`config.mk`:
```
export PLATFORM = sky130hd
export DESIGN_NAME = clk_prog_rx
export DESIGN_NICKNAME = d
export VERILOG_FILES = /design/src/rtl/clk_prog_rx_pkg.sv /design/src/rtl/prog_line_sync.sv /design/src/rtl/prog_frame_rx.sv /design/src/rtl/prog_reg_bank.sv /design/src/rtl/clk_prog_rx.sv
export SDC_FILE = /design/constraint.sdc
export NUM_CORES = 1
export LEC_CHECK = 0
export BUFFER_PORTS_ARGS = -buffer_cell sky130_fd_sc_hd__buf_4
export CORE_MARGIN = 3
export CORE_UTILIZATION = 58
export CTS_BUF_LIST = sky130_fd_sc_hd__clkbuf_4 sky130_fd_sc_hd__clkbuf_8 sky130_fd_sc_hd__clkbuf_16
export DETAILED_ROUTE_END_ITERATION = 6
export PLACE_DENSITY_LB_ADDON = 0.25
export SYNTH_ARGS = -nofsm -noshare
export SYNTH_HDL_FRONTEND = slang
export SYNTH_SLANG_ARGS = --single-unit
```
`constraint.sdc`:
```
create_clock -name clk -period 20.9 [get_ports clk]
set_clock_uncertainty 0.2 [all_clocks]
set_input_delay 1.045 -clock clk [delete_from_list [all_inputs] [get_ports clk]]
set_output_delay 1.045 -clock clk [all_outputs]
set_load 0.005 [all_outputs]
```
`src/rtl/clk_prog_rx_pkg.sv`:
```
package clk_prog_rx_pkg;

  typedef enum logic [1:0] {
    ST_LOCK  = 2'd0,
    ST_START = 2'd1,
    ST_BITS  = 2'd2,
    ST_STOP  = 2'd3
  } rx_state_e;

endpackage

```
`src/rtl/prog_line_sync.sv`:
```
module prog_line_sync #(
  parameter int LINES  = 2,
  parameter int STAGES = 2
) (
  input  logic             clk,
  input  logic             rst_n,
  input  logic [LINES-1:0] line_i,
  output logic [LINES-1:0] line_o
);

  logic [STAGES-1:0][LINES-1:0] chain_q;
  logic [STAGES-1:0][LINES-1:0] chain_d;

  assign chain_d[0] = line_i;

  generate
    for (genvar s = 1; s < STAGES; s++) begin : g_stage
      assign chain_d[s] = chain_q[s-1];
    end
  endgenerate

  always_ff @(posedge clk or negedge rst_n) begin
    if (!rst_n) chain_q <= '0;
    else        chain_q <= chain_d;
  end

  assign line_o = chain_q[STAGES-1];

endmodule

```
`src/rtl/prog_frame_rx.sv`:
```
module prog_frame_rx
  import clk_prog_rx_pkg::*;
#(
  parameter int WORD_W  = 24,
  parameter int PRE_MIN = 5
) (
  input  logic              clk,
  input  logic              rst_n,
  input  logic              ck_lvl,
  input  logic              dat_lvl,
  output logic [WORD_W-1:0] word_o,
  output logic              commit_o,
  output logic              err_o
);

  localparam int CNT_W = $clog2(PRE_MIN + 1);
  localparam int BIT_W = $clog2(WORD_W);
  localparam logic [CNT_W-1:0] PRE_FULL = CNT_W'(PRE_MIN);
  localparam logic [BIT_W-1:0] BIT_LAST = BIT_W'(WORD_W - 1);

  rx_state_e         state_q, state_d;
  logic [CNT_W-1:0]  pre_q, pre_d;
  logic [BIT_W-1:0]  bit_q, bit_d;
  logic [WORD_W-1:0] sh_q, sh_d;
  logic              fall_q, fall_d;
  logic              ckp_q;
  logic              commit_q, commit_d;
  logic              err_q, err_d;
  logic              rise, fall;

  assign rise = ck_lvl & ~ckp_q;
  assign fall = ~ck_lvl & ckp_q;

  always_comb begin
    state_d  = state_q;
    pre_d    = pre_q;
    bit_d    = bit_q;
    sh_d     = sh_q;
    fall_d   = fall_q;
    commit_d = 1'b0;
    err_d    = 1'b0;
    unique case (state_q)
      ST_LOCK: begin
        if (rise) begin
          if (dat_lvl) begin
            if (pre_q != PRE_FULL) pre_d = pre_q + 1'b1;
          end else begin
            if (pre_q == PRE_FULL) state_d = ST_START;
            pre_d = '0;
          end
        end
      end
      ST_START: begin
        if (rise) begin
          if (!dat_lvl) begin
            state_d = ST_BITS;
            bit_d   = '0;
          end else begin
            err_d   = 1'b1;
            state_d = ST_LOCK;
          end
        end
      end
      ST_BITS: begin
        if (fall) fall_d = dat_lvl;
        if (rise) begin
          if (fall_q == dat_lvl) begin
            err_d   = 1'b1;
            state_d = ST_LOCK;
          end else begin
            sh_d = {dat_lvl, sh_q[WORD_W-1:1]};
            if (bit_q == BIT_LAST) state_d = ST_STOP;
            else                   bit_d   = bit_q + 1'b1;
          end
        end
      end
      ST_STOP: begin
        if (rise) begin
          if (dat_lvl) commit_d = 1'b1;
          else         err_d    = 1'b1;
          state_d = ST_LOCK;
        end
      end
      default: state_d = ST_LOCK;
    endcase
  end

  always_ff @(posedge clk or negedge rst_n) begin
    if (!rst_n) begin
      state_q  <= ST_LOCK;
      pre_q    <= '0;
      bit_q    <= '0;
      sh_q     <= '0;
      fall_q   <= 1'b0;
      ckp_q    <= 1'b0;
      commit_q <= 1'b0;
      err_q    <= 1'b0;
    end else begin
      state_q  <= state_d;
      pre_q    <= pre_d;
      bit_q    <= bit_d;
      sh_q     <= sh_d;
      fall_q   <= fall_d;
      ckp_q    <= ck_lvl;
      commit_q <= commit_d;
      err_q    <= err_d;
    end
  end

  assign word_o   = sh_q;
  assign commit_o = commit_q;
  assign err_o    = err_q;

  // a serial-clock rise cannot repeat on the next system cycle
  p_rise_spaced_r5: assert property (@(posedge clk) disable iff (!rst_n)
    rise |=> !rise);

  // commit strobe lasts a single cycle
  p_commit_pulse_r10: assert property (@(posedge clk) disable iff (!rst_n)
    commit_q |=> !commit_q);

  // commit and fault never coincide
  p_commit_err_excl_r10: assert property (@(posedge clk) disable iff (!rst_n)
    !(commit_q && err_q));

  // after commit the receiver is locked with a cleared count
  p_relock_commit_r11: assert property (@(posedge clk) disable iff (!rst_n)
    commit_q |-> (state_q == ST_LOCK && pre_q == '0));

  // any fault leaves the receiver locked
  p_relock_err_r6: assert property (@(posedge clk) disable iff (!rst_n)
    err_q |-> state_q == ST_LOCK);

  // leaving the locked state needs a full preamble count
  p_unlock_needs_count_r2: assert property (@(posedge clk) disable iff (!rst_n)
    (state_q == ST_LOCK && state_d == ST_START) |-> pre_q == PRE_FULL);

endmodule

```
`src/rtl/prog_reg_bank.sv`:
```
module prog_reg_bank #(
  parameter int SEL_W = 3,
  parameter int PAY_W = 21
) (
  input  logic                            clk,
  input  logic                            rst_n,
  input  logic                            wr_en,
  input  logic [SEL_W-1:0]                wr_sel,
  input  logic [PAY_W-1:0]                wr_data,
  output logic [(1<<SEL_W)*PAY_W-1:0]     bank_o
);

  localparam int NUM_REGS = 1 << SEL_W;

  logic [PAY_W-1:0] regs_q [NUM_REGS];
  logic [PAY_W-1:0] regs_d [NUM_REGS];

  generate
    for (genvar k = 0; k < NUM_REGS; k++) begin : g_reg
      logic hit;
      assign hit = wr_en && (wr_sel == SEL_W'(k));

      always_comb begin
        regs_d[k] = regs_q[k];
        if (hit) regs_d[k] = wr_data;
      end

      always_ff @(posedge clk or negedge rst_n) begin
        if (!rst_n) regs_q[k] <= '0;
        else        regs_q[k] <= regs_d[k];
      end

      assign bank_o[k*PAY_W +: PAY_W] = regs_q[k];

      // a register not addressed by a write keeps its value
      p_hold_unselected_r9: assert property (@(posedge clk) disable iff (!rst_n)
        !(wr_en && wr_sel == SEL_W'(k)) |=> $stable(regs_q[k]));
    end
  endgenerate

endmodule

```
`src/rtl/clk_prog_rx.sv`:
```
module clk_prog_rx #(
  parameter int WORD_W  = 24,
  parameter int SEL_W   = 3,
  parameter int IDX_W   = 4,
  parameter int N_W     = 7,
  parameter int P_W     = 3,
  parameter int D_W     = 7,
  parameter int PRE_MIN = 5,
  parameter int SYNC_N  = 2
) (
  input  logic                                   clk,
  input  logic                                   rst_n,
  input  logic                                   prog_clk,
  input  logic                                   prog_data,
  output logic                                   word_valid,
  output logic                                   proto_err,
  output logic [SEL_W-1:0]                       f_sel,
  output logic [IDX_W-1:0]                       f_idx,
  output logic [N_W-1:0]                         f_n,
  output logic [P_W-1:0]                         f_p,
  output logic [D_W-1:0]                         f_d,
  output logic [(1<<SEL_W)*(WORD_W-SEL_W)-1:0]   bank_q
);

  localparam int PAY_W = WORD_W - SEL_W;

  logic              rst_meta_q, rst_sync_q;
  logic [1:0]        lines_s;
  logic [WORD_W-1:0] word;
  logic              commit;
  logic              err;
  logic              valid_q;
  logic [WORD_W-1:0] fields_q, fields_d;

  always_ff @(posedge clk or negedge rst_n) begin
    if (!rst_n) begin
      rst_meta_q <= 1'b0;
      rst_sync_q <= 1'b0;
    end else begin
      rst_meta_q <= 1'b1;
      rst_sync_q <= rst_meta_q;
    end
  end

  prog_line_sync #(.LINES(2), .STAGES(SYNC_N)) u_sync (
    .clk    (clk),
    .rst_n  (rst_sync_q),
    .line_i ({prog_data, prog_clk}),
    .line_o (lines_s)
  );

  prog_frame_rx #(.WORD_W(WORD_W), .PRE_MIN(PRE_MIN)) u_frame (
    .clk      (clk),
    .rst_n    (rst_sync_q),
    .ck_lvl   (lines_s[0]),
    .dat_lvl  (lines_s[1]),
    .word_o   (word),
    .commit_o (commit),
    .err_o    (err)
  );

  prog_reg_bank #(.SEL_W(SEL_W), .PAY_W(PAY_W)) u_bank (
    .clk     (clk),
    .rst_n   (rst_sync_q),
    .wr_en   (commit),
    .wr_sel  (word[WORD_W-1 -: SEL_W]),
    .wr_data (word[PAY_W-1:0]),
    .bank_o  (bank_q)
  );

  always_comb begin
    fields_d = fields_q;
    if (commit) fields_d = word;
  end

  always_ff @(posedge clk or negedge rst_sync_q) begin
    if (!rst_sync_q) begin
      fields_q <= '0;
      valid_q  <= 1'b0;
    end else begin
      fields_q <= fields_d;
      valid_q  <= commit;
    end
  end

  assign word_valid = valid_q;
  assign proto_err  = err;
  assign f_sel      = fields_q[WORD_W-1 -: SEL_W];
  assign f_idx      = fields_q[PAY_W-1 -: IDX_W];
  assign f_n        = fields_q[D_W+P_W +: N_W];
  assign f_p        = fields_q[D_W +: P_W];
  assign f_d        = fields_q[0 +: D_W];

  // held fields change only in a word_valid cycle
  p_fields_hold_r8: assert property (@(posedge clk) disable iff (!rst_sync_q)
    !word_valid |-> $stable(fields_q));

endmodule

```
==> run summary, run 1 <==
WS Path Type = reg2reg
HP Class = in2async
worst-case clock buffer depth = 3
Die Span X = 132.2 microns
FF/Latch Area = 0.005934 sq mm
Critical-path top delay cell = nor3b_4
H-tree Lvls = 1
FF+latch count, synth = 237
Setup crit end kind = flip-flop
Crit Reg-Reg Startpoint = u_frame.commit_o
max cap viols = 0
R2R cell count = 4
DP Wirelength = 14.27 mm
Period Utilization, post-route = 14.21%
sequential-to-total area share from yosys stat = 64.19%
CP Buf/Inv Count = 1
share of layout cells above drive strength 1 = 55.10%
Fin. Hold Viols = 0
final setup violation count = 0
R2R setup slack = 17930 ps
VDD IR max = 0.06895 mV
first-pass GRT wire length = 33.48 mm
worst-skew pair later-pin latency = 500 ps
# Post-CTS Setup Buffers = 0
core area = 0.01537 sq mm
Post-CTS Hold Buffers = 0
die area = 0.01748 sq mm
number of global-route vias before repair = 5910
Pwr Density = 77.90 mW/mm^2
Arr. time, crit path = 3150 ps
Critical Path Sink = u_bank.bank_o[28]
Syn. warnings = 0
DR vias = 5514
status = completed
Post-CTS Resized = 0
reg2reg end = u_bank.bank_o[28]
drt drc = 0
via/cell ratio = 5.542
final wirelength = 20.86 mm
leakage dissipation = 0.006326 uW
GPL Wtd Cong = 0.7696
row count = 45
Inserted Diodes = 0
Final ANT Viol Nets = 0
synth unique cells = 43
startpoint types = flip-flop
Crit Path Max Fanout = 21
Post-synth EDFFs = 0
data required time at the worst endpoint = 21080 ps
final cell count without fillers = 995
Mapped Area = 0.009239 sq mm
Fmax = 0.3368 GHz
Slew Viols, Final = 0
# placed instances = 954
Pre-antenna DRT Iters = 4
delay-heaviest family, CP = simple AND/OR/NAND/NOR gates
Worst Setup Slack, final = 17930 ps
Mapped Cells = 584
Fillers = 978
final net count = 776
# IOs = 198
aggregate global-route resource usage = 23.95%
grt ovf = 0
post-route setup TNS = 0 ps
pre-CTS setup slack = 17940 ps
largest net degree at the start of global routing = 75
# clock sinks = 237
pin slew with the least headroom to its limit = 1186 ps
Multi-input gate area = 0.003085 sq mm
Post-Syn Nets = 591
CTS Root Cell = clkbuf_16
CP peak stage delay = 1010 ps
Syn Area/Cell = 15.82 sq um
wire per inst = 20.96 microns
predominant post-synthesis flop cell = dfrtp_1
CP startpoint = u_frame.commit_o
area grow syn2layout = 26.33%
initial antenna violation count = 0
Rel. slew slack = 20.87%
crit-path cells = buf_4 > nand2b_1 > nor3b_4 > mux2_2
TritonCTS Buffers = 24
most frequent cells in the layout = dfrtp_1, buf_4, mux2_2
TritonCTS clock tree = done
die height = 132.2 microns
Port Buffers = 197
initial core utilization = 60.11%
unrepaired setup endpoints after global routing = false
critical path depth = 4
Synth async-reset ratio = 100.0%
1st-iter DRT viols = 358
min cycle time layout = 2969 ps
Worst-path clk slew = 60 ps
most common cell after layout, fill and taps aside = dfrtp_1
[registers in the layout, summed over array words and instances, names as in the netlist]
name,count
u_bank.bank_o,168
fields_q,24
u_frame.word_o,24
u_frame.bit_q,5
u_frame.pre_q,3
u_frame.state_q,2
u_sync.chain_d,2
u_sync.line_o,2
rst_meta_q,1
rst_sync_q,1
u_frame.ckp_q,1
u_frame.commit_o,1
u_frame.err_o,1
u_frame.fall_q,1
word_valid,1
[worst register-to-register path, cell delays in order (launching register included)]
cell and delay (ps):
dfrtp_1 620, buf_4 360, nand2b_1 220, nor3b_4 1010
mux2_2 430
[cell type report]
cell class | instances | area share [%]
clock inverters | 7 | 0.7290
multi-input cells | 292 | 26.44
flip-flops and latches | 237 | 50.85
inverters | 6 | 0.1930
repair buffers | 208 | 13.38
clock buffers | 34 | 6.154
well taps | 211 | 2.262
[Yosys cell counts, types with 3 or more instances]
master	instances	area, sq um
o211ai_1	7	52.55
mux2_1	41	461.7
mux2_2	155	1745
nand3_1	3	15.01
clkbuf_1	26	97.59
nand4_1	5	31.28
nand3b_1	3	22.52
dfrtp_1	237	5931
nand2b_1	6	37.54
nand4b_1	5	43.79
buf_2	19	95.09
inv_1	6	22.52
o21ai_0	5	25.02
mux2_4	20	300.3
a21oi_1	5	25.02
nand2_1	3	11.26
nor2_1	3	11.26
ha_1	3	37.54
[worst min path at each step]
stage                           start               end  depth (start not counted)
floorplan                  rst_meta_q        rst_sync_q                          0
global placement    u_sync.chain_d[3]  u_sync.line_o[1]                          0
detailed placement         rst_meta_q        rst_sync_q                          0
CTS                             rst_n        rst_sync_q                          1
global route                    rst_n        rst_sync_q                          1
finish                          rst_n        rst_sync_q                          1
[metal layers]
layer,global-route usage (%),share of wire (%),wire length [microns],vias up
met2,40.88,51,10690,193
li1,-,-,-,2427
met5,0,0,0,-
met4,5.370,1.8,370,0
met1,32.08,41,8510,2865
met3,5.038,6.2,1286,29
[report_power, final]
group / switching (uW) / internal, uW
logic: 10.3 / 3.85
clock network: 167 / 263
registers: 4.40 / 461
total: 182 / 727
[stage by stage]
step / power (uW) / utilization [%] / hold WS, ps / area [sq um]
2_1_floorplan: 483.2 / - / 131.2 / 9239
3_3_place_gp: 486.8 / 70.70 / 133.7 / 10870
3_5_place_dp: 488.4 / 70.70 / 138.0 / 10870
4_1_cts: 917.8 / 75.93 / 99.19 / 11670
5_1_grt: 939.3 / 75.93 / 85.90 / 11670
6_report: 909.1 / 75.93 / 111.6 / 11670
[logic make-up (layout without fill, tap and decap cells)]
group / count (synthesis) / in the layout / share of synthesized area, %
other cells: 1 / 1 / 0.04059
fa+ha+maj: 3 / 3 / 0.4063
simple gates: 43 / 43 / 3.318
compound gates: 25 / 25 / 1.774
flops: 237 / 237 / 64.19
mux: 217 / 217 / 27.25
xor+xnor: 3 / 3 / 0.3657
buf+inv: 55 / 255 / 2.654
Power figures use the tool's default switching activity.
==> run 2: changes to the inputs <==
CORE_UTILIZATION = 49   (was 58)
clock period = 2.4 ns   (was 20.9 ns; I/O delays follow)
==> run 2 against run 1 <==
Effect of this change:
- non-clock buffer count rose by 14
- count of clock-buffer cells in the layout up 5
- first-iteration DRC count down 24%
- critical path depth shrank 1
- register-to-register slack got worse by 18000 ps
- via count down 0.47%
- cell area increased by 1.4%
==> run summary, run 2 (synthesis results as in run 1) <==
row count = 49 (+8.9%)
Crit Reg-Reg Startpoint = u_frame.state_q[1]
most common cell after layout, fill and taps aside = dfrtp_1
sw power = 1588 uW (+770%)
startpoint types = flip-flop
Final ANT Viol Nets = 0 (unchanged)
HP Class = in2reg
# clock sinks = 237 (unchanged)
wire per inst = 20.61 microns (-1.7%)
DP Wirelength = 14.40 mm (+0.93%)
status = completed
CP startpoint = u_frame.state_q[1]
Setup crit end kind = flip-flop
final net count = 791 (+1.9%)
CTS Root Cell = clkbuf_16
worst-skew pair later-pin latency = 500 ps (about the same)
Fin. Hold Viols = 0 (unchanged)
reg2reg end = u_frame.word_o[14]
number of global-route vias before repair = 5811 (-1.7%)
# IOs = 198 (unchanged)
die area = 0.02054 sq mm (+17%)
unrepaired setup endpoints after global routing = false
initial antenna violation count = 0 (unchanged)
# Post-CTS Setup Buffers = 0 (unchanged)
share of layout cells above drive strength 1 = 55.50% (+0.40 points)
data required time at the worst endpoint = 2580 ps (-18500 ps)
Pwr Density = 661.5 mW/mm^2 (+750%)
Period Utilization, post-route = 82.22% (+68 points)
largest net degree at the start of global routing = 91 (+21%)
WS Path Type = reg2reg
leakage dissipation = 0.006403 uW (+1.2%)
CP peak stage delay = 560 ps (-450 ps)
Critical-path top delay cell = dfrtp_1
Port Buffers = 197 (unchanged)
min cycle time layout = 1973 ps (-995.8 ps)
max cap viols = 0 (unchanged)
aggregate global-route resource usage = 20.59% (-3.4 points)
drt drc = 0 (unchanged)
Largest register FFs = 168 (unchanged)
area grow syn2layout = 28.06%
sequential power share = 51.6% (+0.4 points)
post-route setup TNS = 0 ps (unchanged)
core area = 0.01827 sq mm (+19%)
Pre-antenna DRT Iters = 4 (unchanged)
Crit Path Max Fanout = 24 (+14%)
most frequent cells in the layout = dfrtp_1, buf_4, mux2_2
R2R setup slack = 430 ps (-17500 ps)
final wirelength = 21.21 mm (+1.7%)
final setup violation count = 0 (unchanged)
Logic pwr share = 2.0% (+0.4 points)
worst-case clock buffer depth = 3 (unchanged)
TritonCTS clock tree = done
Clk network pwr share = 46.5% (-0.8 points)
crit-path cells = and4bb_2 > nand2_4 > mux2_4
1st-iter DRT viols = 273 (-24%)
internal power = 6239 uW (+760%)
Arr. time, crit path = 2150 ps (-1000 ps)
Placed Area = 0.01100 sq mm (+1.2%)
via/cell ratio = 5.333 (-3.8%)
Worst-path clk slew = 60 ps (about the same)
Inserted Diodes = 0 (unchanged)
Die Span X = 143.3 microns (+8.4%)
TritonCTS Buffers = 25 (+4.2%)
Fmax = 0.5068 GHz (+50%)
first-pass GRT wire length = 33.35 mm (-0.39%)
initial core utilization = 50.57% (-9.5 points)
hold slack = 67.31 ps (-44.32 ps)
R2R cell count = 3 (-1)
fraction of power spent switching nets = 20.28% (+0.30 points)
GPL Wtd Cong = 0.7899 (+2.6%)
H-tree Lvls = 1 (unchanged)
die height = 143.3 microns (+8.4%)
Layout Utilization = 64.76% (-11 points)
VDD IR max = 0.5173 mV (+650%)
Slew Viols, Final = 0 (unchanged)
fin area = 0.01183 sq mm (+1.4%)
DR vias = 5488 (-0.47%)
Critical Path Sink = u_frame.word_o[14]
grt ovf = 0 (unchanged)
## run 2: cell types whose count changed in the layout (fill, tap and decap cells not counted), sizes merged
cell	change
clkinv	-2
inv	+1
buf	+10
clkbuf	+5
bufinv	-2
dlygate4sd3	+4
## run 2: per-layer routing
layer,up-vias,global-route usage [%],part of all wire (%)
met3,30,4.592,5.9
met2,158,35.26,51
met4,0,4.063,1.6
li1,2459,-,-
met5,-,0,0
met1,2841,27.47,42
## run 2: per-stage QoR
step                std cells  setup slack (ps)  power [uW]
finish                   1029             426.8        7826
global placement          982             534.1        4251
global route             1029             325.2        8084
CTS                      1029             446.2        7904
floorplan                 584            -190.5        4208
detailed placement        982             459.1        4264
## run 2: cell type report
type                    count  area (sq um)
fillers                  1331          6439
flip-flops and latches    237          5934
multi-input cells         292          3085
repair buffers            222          1714
clock buffers              39         762.0
well taps                 229         286.5
clock inverters             4         26.28
inverters                   6         22.52
## run 2: critical path, delay by kind of cell (launching register included)
kind | cells | cell delay, ps
flip-flops | 1 | 560
AND/OR/NAND/NOR | 2 | 680
multiplexers | 1 | 400
## run 2: power by group through the flow
stage / Combinational (uW) / Sequential, uW / Clock [uW]
finish: 154 / 4040 / 3640
global route: 179 / 4040 / 3870
CTS: 160 / 4040 / 3710
detailed placement: 155 / 4110 / 0
global placement: 144 / 4110 / 0
floorplan: 50.5 / 4160 / 0
## run 2: worst min path at each step
| stage | start | endpoint | slack [ps] | cells after the start |
|---|---|---|---|---|
| 6_report | prog_clk | u_sync.chain_d[2] | 70 | 2 |
| 5_1_grt | prog_clk | u_sync.chain_d[2] | 70 | 2 |
| 4_1_cts | prog_clk | u_sync.chain_d[2] | 50 | 2 |
| 3_5_place_dp | rst_n | rst_meta_q | -290 | 1 |
| 3_3_place_gp | rst_n | rst_meta_q | -300 | 1 |
| 2_1_floorplan | rst_n | rst_meta_q | -380 | 0 |
## run 2: timing repair
item                                   CTS  global route
hold buffers                             4             0
endpoints found under the hold margin    4             0
gates resized for setup                  0             0
==> run 3: changes to the inputs <==
CORE_UTILIZATION = 54   (was 49)
clock period = 1.86 ns   (was 2.4 ns; I/O delays follow)
==> run 3 against run 2 <==
Effect of this change:
- sequential cell count is the same
- core utilization up 7.4 points
- wire length increased by 1.6%
- via count is 1.8% higher
- clock power up 32%
- non-clock buffer count up 9
- power up 31%
- worst setup slack worse by 360 ps
- critical path type unchanged
- largest cell class unchanged
==> run summary, run 3 (synthesis results as in run 1) <==
status = completed
worst-case clock buffer depth = 3 (unchanged)
Largest register FFs = 168 (unchanged)
DP Wirelength = 14.76 mm (+2.5%)
Final ANT Viol Nets = 0 (unchanged)
1st-iter DRT viols = 262 (-4.0%)
data required time at the worst endpoint = 2040 ps (-540 ps)
Period Utilization, post-route = 96.31% (+14 points)
final wirelength = 21.56 mm (+1.6%)
startpoint types = flip-flop
Slew Viols, Final = 0 (unchanged)
VDD IR max = 0.6552 mV (+27%)
Pre-antenna DRT Iters = 4 (unchanged)
# clock sinks = 237 (unchanged)
initial antenna violation count = 0 (unchanged)
drt drc = 0 (unchanged)
unrepaired setup endpoints after global routing = false
area grow syn2layout = 30.00%
Port Buffers = 197 (unchanged)
DR vias = 5587 (+1.8%)
aggregate global-route resource usage = 23.08% (+2.5 points)
fin area = 0.01201 sq mm (+1.5%)
grt ovf = 0 (unchanged)
min cycle time layout = 1791 ps (-181.9 ps)
row count = 47 (-4.1%)
Pwr Density = 853.0 mW/mm^2 (+29%)
TritonCTS Buffers = 24 (-4.0%)
via/cell ratio = 5.435 (+1.9%)
leakage dissipation = 0.006491 uW (+1.4%)
final cell count without fillers = 1028 (-0.097%)
Fmax = 0.5582 GHz (+10%)
CTS Root Cell = clkbuf_16
# Post-CTS Setup Buffers = 0 (unchanged)
Placed Area = 0.01115 sq mm (+1.3%)
Worst-path clk slew = 60 ps (about the same)
initial core utilization = 55.51% (+4.9 points)
# IOs = 198 (unchanged)
Fin. Hold Viols = 0 (unchanged)
wire per inst = 20.97 microns (+1.7%)
GPL Wtd Cong = 0.8325 (+5.4%)
HP Class = reg2async
largest net degree at the start of global routing = 53 (-42%)
final net count = 799 (+1.0%)
number of global-route vias before repair = 5980 (+2.9%)
most frequent cells in the layout = dfrtp_1, buf_4, mux2_2
most common cell after layout, fill and taps aside = dfrtp_1
die area = 0.01871 sq mm (-8.9%)
H-tree Lvls = 1 (unchanged)
Arr. time, crit path = 1970 ps (-180 ps)
core area = 0.01664 sq mm (-8.9%)
Inserted Diodes = 0 (unchanged)
first-pass GRT wire length = 33.47 mm (+0.35%)
share of layout cells above drive strength 1 = 56.31% (+0.81 points)
die height = 136.8 microns (-4.5%)
final setup violation count = 0 (unchanged)
# placed instances = 982 (unchanged)
WS Path Type = reg2reg
worst-skew pair later-pin latency = 510 ps (about the same)
Crit Path Max Fanout = 7 (-71%)
Die Span X = 136.8 microns (-4.5%)
TritonCTS clock tree = done
max cap viols = 0 (unchanged)
Setup crit end kind = flip-flop
==> run 3: worst max-delay path, cell delays in order, from the launching register on <==
cell and delay [ps]:
dfrtp_1 380, nand2b_1 260, nor3b_4 260, buf_4 210, mux2_1 360
==> run 3: what timing repair did <==
action | CTS | global route
hold endpoints to repair | 4 | 0
hold buffers | 4 | 0
gates resized for setup | 0 | 5
endpoints found under the setup margin | 0 | 33
==> run 3: path summary, 6_finish.rpt <==
path                                    start                  to  slack, ps  cells after the start
max                        u_frame.word_o[23]   u_bank.bank_o[31]         70                      4
max in group asynchronous          rst_sync_q  u_bank.bank_o[139]        870                      1
min                                rst_sync_q    u_bank.bank_o[7]         20                      0
min in group clk                     prog_clk   u_sync.chain_d[2]         50                      2
min reg2reg                        rst_sync_q    u_bank.bank_o[7]         20                      0
max reg2reg                u_frame.word_o[23]   u_bank.bank_o[31]         70                      4
==> run 3: final cells by class <==
type	count	area, sq um
Inverter	6	22.52
Clock inverter	4	48.80
Sequential cell	237	5937
Multi-Input combinational cell	292	3089
Timing Repair Buffer	231	1877
Fill cell	1117	4632
Clock buffer	38	760.7
Tap cell	220	275.3
==> run 3: stage by stage <==
step	worst slack (ps)	TNS (ps)	power [uW]	util (%)	hold slack, ps
after floorplan	-730.5	-171680	5429	-	-402.6
after global placement	78.85	0	5499	66.98	-324.4
after detailed placement	44.80	0	5518	66.98	-323.7
after CTS	32.38	0	10330	72.08	24.53
after global routing	6.981	0	10580	72.17	32.20
final	68.62	0	10240	72.17	17.04
==> run 3: layer usage <==
metal	GRT usage (%)	part of all wire, %
met5	0	0
met4	5.765	2.0
met3	4.596	6.1
met2	40.22	51
met1	29.91	41
==> run 3: power by group <==
group	internal, uW	total (uW)	leakage, uW	switching, uW
Clock	2940	4820	0.000410	1880
Combinational	71.3	209	0.00279	138
Sequential	5180	5220	0.00329	36.7
